`config.mk`:
```
export PLATFORM = sky130hd
export DESIGN_NAME = irq_route_map
export DESIGN_NICKNAME = d
export VERILOG_FILES = /design/src/rtl/irq_route_pkg.sv /design/src/rtl/route_lane_decode.sv /design/src/rtl/route_table.sv /design/src/rtl/chg_serializer.sv /design/src/rtl/irq_route_map.sv
export SDC_FILE = /design/constraint.sdc
export NUM_CORES = 2
export LEC_CHECK = 0
export ABC_CLOCK_PERIOD_IN_PS = 6050
export BUFFER_PORTS_ARGS = -buffer_cell sky130_fd_sc_hd__buf_2
export CORE_AREA = 2 2 461 578
export DETAILED_ROUTE_END_ITERATION = 8
export DIE_AREA = 0 0 463 580
export HOLD_SLACK_MARGIN = 0.02
export PLACE_DENSITY = 0.56
export SLEW_MARGIN = 10
export SYNTH_ARGS = -nofsm -noshare
export SYNTH_HDL_FRONTEND = slang
export SYNTH_SLANG_ARGS = --single-unit
export TNS_END_PERCENT = 5
```
`constraint.sdc`:
```
create_clock -name clk -period 6.05 [get_ports clk]
set_input_delay 0.3025 -clock clk [delete_from_list [all_inputs] [get_ports clk]]
set_output_delay 0.3025 -clock clk [all_outputs]
set_load 0.02 [all_outputs]
```
`src/rtl/irq_route_pkg.sv`:
```
package irq_route_pkg;

  localparam int CPU_W = 8;

  typedef logic [CPU_W-1:0] cpu_id_t;

  typedef enum logic {
    DEC_MASK   = 1'b0,
    DEC_DIRECT = 1'b1
  } dec_mode_e;

  typedef struct packed {
    cpu_id_t old_cpu;
    cpu_id_t new_cpu;
  } cpu_pair_t;

endpackage

```
`src/rtl/route_lane_decode.sv`:
```
module route_lane_decode
  import irq_route_pkg::*;
#(
  parameter int NUM_CPU = 4
) (
  input  cpu_id_t   raw,
  input  dec_mode_e mode,
  output cpu_id_t   cpu
);

  localparam int      IW  = $clog2(CPU_W);
  localparam cpu_id_t LIM = CPU_W'(NUM_CPU);

  logic [IW-1:0] pos;
  logic          hit;
  cpu_id_t       pos_ext;

  // scan from the top so the lowest set bit is the last one written
  always_comb begin
    pos = '0;
    hit = 1'b0;
    for (int i = CPU_W - 1; i >= 0; i--) begin
      if (raw[i]) begin
        pos = IW'(i);
        hit = 1'b1;
      end
    end
  end

  assign pos_ext = cpu_id_t'(pos);

  always_comb begin
    if (mode == DEC_DIRECT)
      cpu = raw;
    else if (hit && (pos_ext < LIM))
      cpu = pos_ext;
    else
      cpu = '0;
  end

endmodule

```
`src/rtl/route_table.sv`:
```
module route_table
  import irq_route_pkg::*;
#(
  parameter int NUM_IRQ = 256,
  parameter int LANES   = 4
) (
  input  logic                         clk,
  input  logic                         rst_n,
  input  logic [$clog2(NUM_IRQ)-$clog2(LANES)-1:0] grp,
  output cpu_id_t [LANES-1:0]          rd_cpu,
  input  logic [LANES-1:0]             we,
  input  cpu_id_t [LANES-1:0]          wd_cpu
);

  localparam int LB = $clog2(LANES);

  cpu_id_t mem [NUM_IRQ];

  for (genvar l = 0; l < LANES; l++) begin : g_port
    assign rd_cpu[l] = mem[{grp, LB'(l)}];
  end

  always_ff @(posedge clk or negedge rst_n) begin
    if (!rst_n) begin
      for (int i = 0; i < NUM_IRQ; i++) mem[i] <= '0;
    end else begin
      for (int l = 0; l < LANES; l++) begin
        if (we[l]) mem[{grp, LB'(l)}] <= wd_cpu[l];
      end
    end
  end

endmodule

```
`src/rtl/chg_serializer.sv`:
```
module chg_serializer
  import irq_route_pkg::*;
#(
  parameter int NUM_IRQ = 256,
  parameter int LANES   = 4
) (
  input  logic                          clk,
  input  logic                          rst_n,
  input  logic                          load,
  input  logic [LANES-1:0]              load_mask,
  input  logic [$clog2(NUM_IRQ)-$clog2(LANES)-1:0] load_grp,
  input  cpu_pair_t [LANES-1:0]         load_pair,
  output logic                          busy,
  output logic                          out_valid,
  input  logic                          out_ready,
  output logic [$clog2(NUM_IRQ)-1:0]    out_irq,
  output cpu_id_t                       out_old,
  output cpu_id_t                       out_new
);

  localparam int LB    = $clog2(LANES);
  localparam int GRP_W = $clog2(NUM_IRQ) - LB;

  logic [LANES-1:0]      pend;
  logic [GRP_W-1:0]      grp_q;
  cpu_pair_t [LANES-1:0] pair_q;
  logic [LB-1:0]         sel;

  always_comb begin
    sel = '0;
    for (int l = LANES - 1; l >= 0; l--) begin
      if (pend[l]) sel = LB'(l);
    end
  end

  assign busy      = |pend;
  assign out_valid = busy;
  assign out_irq   = {grp_q, sel};
  assign out_old   = pair_q[sel].old_cpu;
  assign out_new   = pair_q[sel].new_cpu;

  always_ff @(posedge clk or negedge rst_n) begin
    if (!rst_n) begin
      pend   <= '0;
      grp_q  <= '0;
      pair_q <= '0;
    end else if (load) begin
      pend   <= load_mask;
      grp_q  <= load_grp;
      pair_q <= load_pair;
    end else if (out_valid && out_ready) begin
      pend[sel] <= 1'b0;
    end
  end

endmodule

```
`src/rtl/irq_route_map.sv`:
```
module irq_route_map
  import irq_route_pkg::*;
#(
  parameter int NUM_IRQ = 256,
  parameter int NUM_CPU = 4,
  parameter int LANES   = 4
) (
  input  logic                                   clk,
  input  logic                                   rst_n,
  input  logic                                   cpu_encode,
  input  logic                                   wr_valid,
  output logic                                   wr_ready,
  input  logic [$clog2(NUM_IRQ)-$clog2(LANES)-1:0] wr_index,
  input  logic [LANES*CPU_W-1:0]                 wr_data,
  input  logic [LANES-1:0]                       wr_strb,
  output logic                                   chg_valid,
  input  logic                                   chg_ready,
  output logic [$clog2(NUM_IRQ)-1:0]             chg_irq,
  output logic [CPU_W-1:0]                       chg_old,
  output logic [CPU_W-1:0]                       chg_new
);

  dec_mode_e             mode;
  logic                  accept;
  logic                  busy;
  cpu_id_t [LANES-1:0]   cur_cpu;
  cpu_id_t [LANES-1:0]   dec_cpu;
  logic [LANES-1:0]      differ;
  logic [LANES-1:0]      we;
  cpu_pair_t [LANES-1:0] pair;

  assign mode     = cpu_encode ? DEC_DIRECT : DEC_MASK;
  assign wr_ready = !busy;
  assign accept   = wr_valid && wr_ready;

  for (genvar l = 0; l < LANES; l++) begin : g_lane
    route_lane_decode #(.NUM_CPU(NUM_CPU)) u_dec (
      .raw  (wr_data[l*CPU_W +: CPU_W]),
      .mode (mode),
      .cpu  (dec_cpu[l])
    );
    assign differ[l]       = wr_strb[l] && (dec_cpu[l] != cur_cpu[l]);
    assign pair[l].old_cpu = cur_cpu[l];
    assign pair[l].new_cpu = dec_cpu[l];
  end

  assign we = accept ? differ : '0;

  route_table #(.NUM_IRQ(NUM_IRQ), .LANES(LANES)) u_tbl (
    .clk    (clk),
    .rst_n  (rst_n),
    .grp    (wr_index),
    .rd_cpu (cur_cpu),
    .we     (we),
    .wd_cpu (dec_cpu)
  );

  chg_serializer #(.NUM_IRQ(NUM_IRQ), .LANES(LANES)) u_ser (
    .clk       (clk),
    .rst_n     (rst_n),
    .load      (accept),
    .load_mask (differ),
    .load_grp  (wr_index),
    .load_pair (pair),
    .busy      (busy),
    .out_valid (chg_valid),
    .out_ready (chg_ready),
    .out_irq   (chg_irq),
    .out_old   (chg_old),
    .out_new   (chg_new)
  );

endmodule

```
### Yosys cells after proc, flatten, opt, wreduce, memory -nomap -nowiden

Index checks and enable logic that the tools add are counted.
Widths: inputs -> output; s select.

| cells by class | value |
|---|---|
| bitwise operators | 6 |
| $lt $le $gt $ge | 14 |
| equality and inequality tests | 4 |
| muxes and demuxes | 112 |
| reduce and logical (&&, ||, !) cells | 18 |

Operator list:

| operator | count |
|---|---|
| $bwmux 2048 | 4 |
| $mux 2048 | 4 |
| $bmux 8 s8 | 4 |
| $demux 8 s8 | 4 |
| $mux 8 | 16 |
| $mux 3 | 36 |
| $ge 9x9->1 const B | 4 |
| $lt 9x1->1 const B | 4 |
| $not 8->9 | 4 |
| $mux 1 | 34 |
| $bmux 16 s2 | 1 |
| $ne 8x8->1 | 4 |
| $mux 16 | 1 |
| $logic_and 1x1->1 | 15 |
| $lt 3x3->1 const B | 4 |
| $mux 4 | 3 |
| $mux 2 | 4 |
| $and 4x4->4 | 1 |
| $not 4->4 | 1 |
| $reduce_or 4->1 | 1 |
| $lt 2x3->1 const B | 1 |
| $demux 1 s2 | 1 |
| $ge 2x1->1 const B | 1 |
| $reduce_bool 2->1 | 1 |
| $logic_not 1->1 | 1 |

| storage, ports and cells | value |
|---|---|
| logic and storage cells | 420 |
| register bits after elaboration | 2122 |
| output and inout port bits | 26 |
| input port bits | 47 |

### Depth between registers and ports, before layout

| depth | value |
|---|---|
| depth in word-level cells | 22 |
| depth in mapped cells | 18 |
| depth with buffers taken out | 9 |

### Modules after synthesis

Synthesis repeated with hierarchy kept, for this count alone.

| unflattened totals | value |
|---|---|
| cells, all modules | 7208 |
| area, all modules | 97456.0 um2 |

By module, submodules not included:

| module | area an instance (um2) | cells an instance | seq. area each (um2) | instances |
|---|---|---|---|---|
| route_table | 93340.8 | 6820 | 51249.2 | 1 |
| chg_serializer | 3294.4 | 270 | 1851.8 | 1 |
| route_lane_decode | 103.8 | 16 | 0.0 | 4 |
| irq_route_map | 405.4 | 54 | 0.0 | 1 |

### Worst setup path before layout

OpenSTA, ideal clock, no wires.

| timing | value |
|---|---|
| path kind | input -> register |
| start point | input port wr_index[2] |
| end point | register u_tbl.mem[1752] (netlist name) |
| stages | 16 |
| path slack | 2145 ps |
| arrival time | 3780 ps |
| buffers on the path | 8 |
| cell sequence | buf_2 > buf_6 > buf_6 > buf_4 > buf_4 > buf_2 > mux2i_1 > o22ai_1 > a2111oi_0 > nor4bb_1 > xnor2_1 > nor3_2 > buf_4 > buf_4 > a211oi_4 > mux2_4 |

| on the way | value |
|---|---|
| word-level cells in the longest chain between the ends | 14 |

RTL lines:

| element | line | source |
|---|---|---|
| start, declared | irq_route_map.sv:13 | `input logic [$clog2(NUM_IRQ)-$clog2(LANES)-1:0] wr_index,` |
| $not 8->9 (implied by the code) | route_table.sv:20, route_table.sv:28 |  |
| $bmux 8 s8 | route_table.sv:20 | `assign rd_cpu[l] = mem[{grp, LB'(l)}];` |
| $mux 8 (implied by the code) (2 in series) | route_table.sv:20 |  |
| $ne 8x8->1 | irq_route_map.sv:42 | `assign differ[l] = wr_strb[l] && (dec_cpu[l] != cur_cpu[l]);` |
| $logic_and 1x1->1 | irq_route_map.sv:42 |  |
| $mux 4 | irq_route_map.sv:47 | `assign we = accept ? differ : '0;` |
| $mux 2048 | route_table.sv:28 | `if (we[l]) mem[{grp, LB'(l)}] <= wd_cpu[l];` |
| $bwmux 2048 | route_table.sv:28 |  |
| $mux 2048 | route_table.sv:28 |  |
| $bwmux 2048 | route_table.sv:28 |  |
| $mux 2048 | route_table.sv:28 |  |
| $bwmux 2048 | route_table.sv:28 |  |
| $mux 2048 (*) | route_table.sv:28 |  |
| end signal, assigned by index | route_table.sv:28 |  |
| end, declared | route_table.sv:17 | `cpu_id_t mem [NUM_IRQ];` |

Every way passes the cells marked *; elsewhere a longest branch is shown, timed or not. The select of a mux whose other input is x is not followed.
A chain may end at the register's enable or synchronous reset.

### Final worst setup path

| timing | value |
|---|---|
| start point | register u_tbl.mem[1538] (netlist name) |
| end point | register u_tbl.mem[1060] (netlist name) |

| on the way | value |
|---|---|
| word-level cells in the longest chain between the ends | 13 |

RTL lines:

| element | line |
|---|---|
| $bmux 8 s8 | route_table.sv:20 |
| $mux 8 (implied by the code) (2 in series) | route_table.sv:20 |
| $ne 8x8->1 | irq_route_map.sv:42 |
| $logic_and 1x1->1 | irq_route_map.sv:42 |
| $mux 4 (*) | irq_route_map.sv:47 |
| $mux 2048 | route_table.sv:28 |
| $bwmux 2048 | route_table.sv:28 |
| $mux 2048 | route_table.sv:28 |
| $bwmux 2048 | route_table.sv:28 |
| $mux 2048 | route_table.sv:28 |
| $bwmux 2048 | route_table.sv:28 |
| $mux 2048 (*) | route_table.sv:28 |

Marks and branches as above.

==> out/results.tsv <==
stage	metric	value	unit
cts	clock-pin slew on the worst setup and hold paths	70	ps
yosys	Simple-Gate Fraction of Synth Area	3.73	%
power_and_ir_drop	PwrDens	302	nW/um^2
placed_design	Setup WS pre-CTS	328	ps
die	Core Area	263000	um^2
yosys	Top FF cell, synth	dfrtp_1	
yosys	asr flop ratio synth	100	%
die	Boundary Pins	73	
die	row cnt	211	
yosys	area of the mapped netlist	105000	um^2
cts	CTS tree	yes	
yosys	XOR/XNOR Fraction of Synth Area	0.184	%
layout	layout cells sized above 1	39.6	%
yosys	synth cell count leaders	dfrtp_1, mux2_2, mux2_4	
critical_path	crit path cell chain	mux4_2 -> a32oi_1 -> nand3_1 -> a211oi_1 -> a21oi_1 -> or4b_1 -> nor4_4 -> buf_12 -> a211oi_2 -> mux2_2	
routing	DRT antenna net count	0	
yosys	Post-synth EDFFs	0	
critical_path	Setup CP Type	reg2reg	
yosys	Mapped Nets	7310	
timing	final hold slack	29.2	ps
routing	DR iter-0 viols	7363	
power_and_ir_drop	Max IR drop VDD	270	uV
timing	Final Skew	45.4	ps
critical_path	CP Launch Type	flop	
timing	final hold vios	0	
global_routing	initial antenna violation count	19	
status	failing checks	capacitance limit	
yosys	mux contribution to synthesized area	31.4	%
placed_design	post-DP HPWL	273000	um
power_and_ir_drop	P_leak	54.7	nW
yosys	Syn Area/Cell	14.4	um^2
die	die height	580	um
global_routing	first-pass GRT wire length	570000	um
yosys	#FFs+latches synth	2122	
cts	CTS H-tree lvls	4	
critical_path	CP max stage cell	a211oi_1	
yosys	Seq/Total Area, Yosys	50.6	%
die	Chip Width	463	um
critical_path	critical path's largest stage delay	1120	ps
yosys	synth warn	0	
timing	final max-slew violation count	0	
yosys	count leader, synth	dfrtp_1	
cts	CTS-repair resized insts	0	
timing	minimum clock period	5240	ps
routing	routed vias	69100	
routing	DRT Wirelength	406000	um
die	DIE AREA	269000	um^2
yosys	synth top area cells	dfrtp_1, mux2_2, mux2_4	
timing	Max Fclk	0.191	GHz
layout	Area Overhead vs Synth	13.5	%
cts	clock sink count	2122	
yosys	post-synthesis adder-cell area fraction	0	%
yosys	share of the synthesized area in the top cell type	50.6	%
placed_design	port bufs	72	
yosys	largest family of logic cells by synthesized area	multiplexers	
global_routing	largest net degree at the start of global routing	188	
critical_path	R2R setup slack	810	ps
routing	wire length per cell	36.4	um
cts	TritonCTS Buffers	222	
die	Initial Utilization	39.8	%
yosys	Compound-Gate Fraction of Synth Area	10.7	%
run	Max Cap Viol	1	
routing	via-per-instance ratio	6.20	
timing	final worst slack	810	ps
global_routing	Total GRT Usage	29.7	%
cts	Root Driver	clkbuf_16	
critical_path	CP Data Required Time	6830	ps
layout	Finished Cell Area	119000	um^2
timing	relative slew slack	0.000187	%
placed_design	DP Area	111000	um^2
yosys	most area-hungry cell type in the Yosys netlist	dfrtp_1	
timing	Least-Margin Pin Slew	1480	ps
timing	setup TNS	0	ps
timing	# setup viols final	0	
routing	DRC	0	
global_routing	total gr overflow	0	
routing	Pre-antenna DRT Iters	6	
hold_path	hold crit path type	in2async	
timing	Final period util	86.6	%
placed_design	Placer Congestion	0.966	
layout	final-stage net count	7506	
yosys	Synth cell types	92	
cts	Bufs on Longest Clock Path	4	
status	status	complete, but fails checks	
layout	Final Util	45.2	%
critical_path	Critical Path End Type	flop	
global_routing	via count of the first global-routing pass	70600	
critical_path	crit path DAT	6010	ps
critical_path	Crit Path Max Fanout	40	
cts	worst skew pair latency	930	ps
yosys	Gate Count Post-Synth	7263	
timing	unrepaired setup endpoints after global routing	no	
registers in the layout, summed over array words and instances, names as in the netlist:
register	cells
u_ser.grp_q	6
u_ser.pend	4
u_ser.pair_q	64
u_tbl.mem	2048
power by group:
part	switching (mW)	internal (mW)	leakage, nW
Clock	6.10	8.22	3.68
Sequential	0.672	15.2	29.4
Combinational	3.84	1.88	21.6
cell families after synthesis:
group                  after synthesis
AO/OA/AOI/OAI                     1160
XOR/XNOR                            22
buffers and inverters              667
flip-flops                        2122
multiplexers                      2575
AND/OR/NAND/NOR                    717
final cells by class:
| class | count | area (um^2) |
|---|---|---|
| antenna | 8 | 20.0 |
| clock buffer | 316 | 6390 |
| clock inverter | 81 | 1020 |
| fill | 23200 | 144000 |
| inverter | 22 | 88.8 |
| multi-input combinational | 4474 | 48600 |
| sequential | 2122 | 53100 |
| tap | 3514 | 4400 |
| timing repair buffer | 617 | 5360 |
worst max-delay path, delay by kind of cell, from the launching register on:
kind / cells / cell delay (ps)
flip-flops: 1 / 390
AO/OA/AOI/OAI: 4 / 1880
AND/OR/NAND/NOR: 3 / 1430
multiplexers: 2 / 920
buffers and inverters: 1 / 430
cells in the final DEF, fill, tap and decap left out, types with 17 or more instances in the layout:
cell type | synthesis | routed
nand2_1 | 265 | 258
dfrtp_1 | 2122 | 2122
o221ai_1 | 71 | 71
clkinv_2 | 0 | 46
mux2_2 | 897 | 897
a221oi_1 | 133 | 133
a22o_1 | 32 | 32
a211oi_2 | 60 | 60
nand3_1 | 34 | 34
buf_12 | 5 | 68
nor2_1 | 70 | 67
bufinv_16 | 0 | 21
inv_1 | 20 | 19
nand4_1 | 22 | 22
mux2_1 | 599 | 599
buf_4 | 98 | 469
nand3b_1 | 48 | 48
o21ai_0 | 96 | 90
a22oi_1 | 143 | 143
a31oi_1 | 19 | 19
clkbuf_8 | 0 | 48
nor3_1 | 44 | 41
mux4_2 | 171 | 171
buf_2 | 108 | 67
mux2i_1 | 276 | 276
a211oi_1 | 26 | 26
clkbuf_16 | 0 | 222
and3_1 | 18 | 17
a21oi_1 | 94 | 94
clkbuf_1 | 338 | 46
o22a_1 | 20 | 20
a211oi_4 | 192 | 192
and2_2 | 0 | 24
mux2_4 | 632 | 632
nand2b_1 | 32 | 30
o22ai_1 | 149 | 149
what timing repair did:
item,CTS,global route
buffers inserted,0,0
hold endpoints to repair,120,0
hold buffers,10,0
per-layer routing:
metal / track usage, % / vias up / part of all wire, %
li1: - / 27600 / -
met1: 37.1 / 37200 / 39
met2: 45.2 / 3212 / 44
met3: 6.45 / 1112 / 7.6
met4: 22.1 / 16 / 9.1
met5: 0 / - / 0.022
through the flow:
stage	cells	power, mW
after detailed placement	10700	21.7
after floorplan	7263	19.0
after CTS	11100	35.9
final	11200	35.9
after global routing	11100	36.8
after global placement	10700	21.6
final timing paths:
check / start / end / cells after the start
worst min register to register: u_tbl.mem[531] / u_tbl.mem[531] / 1
min in group clk: wr_data[25] / u_ser.pair_q[48] / 3
worst max register to register: u_tbl.mem[1538] / u_tbl.mem[1060] / 10
worst min-delay path: rst_n / u_tbl.mem[1188] / 2
max in group asynchronous: rst_n / u_tbl.mem[1080] / 4
worst max-delay path: u_tbl.mem[1538] / u_tbl.mem[1060] / 10
Power figures use the tool's default switching activity.
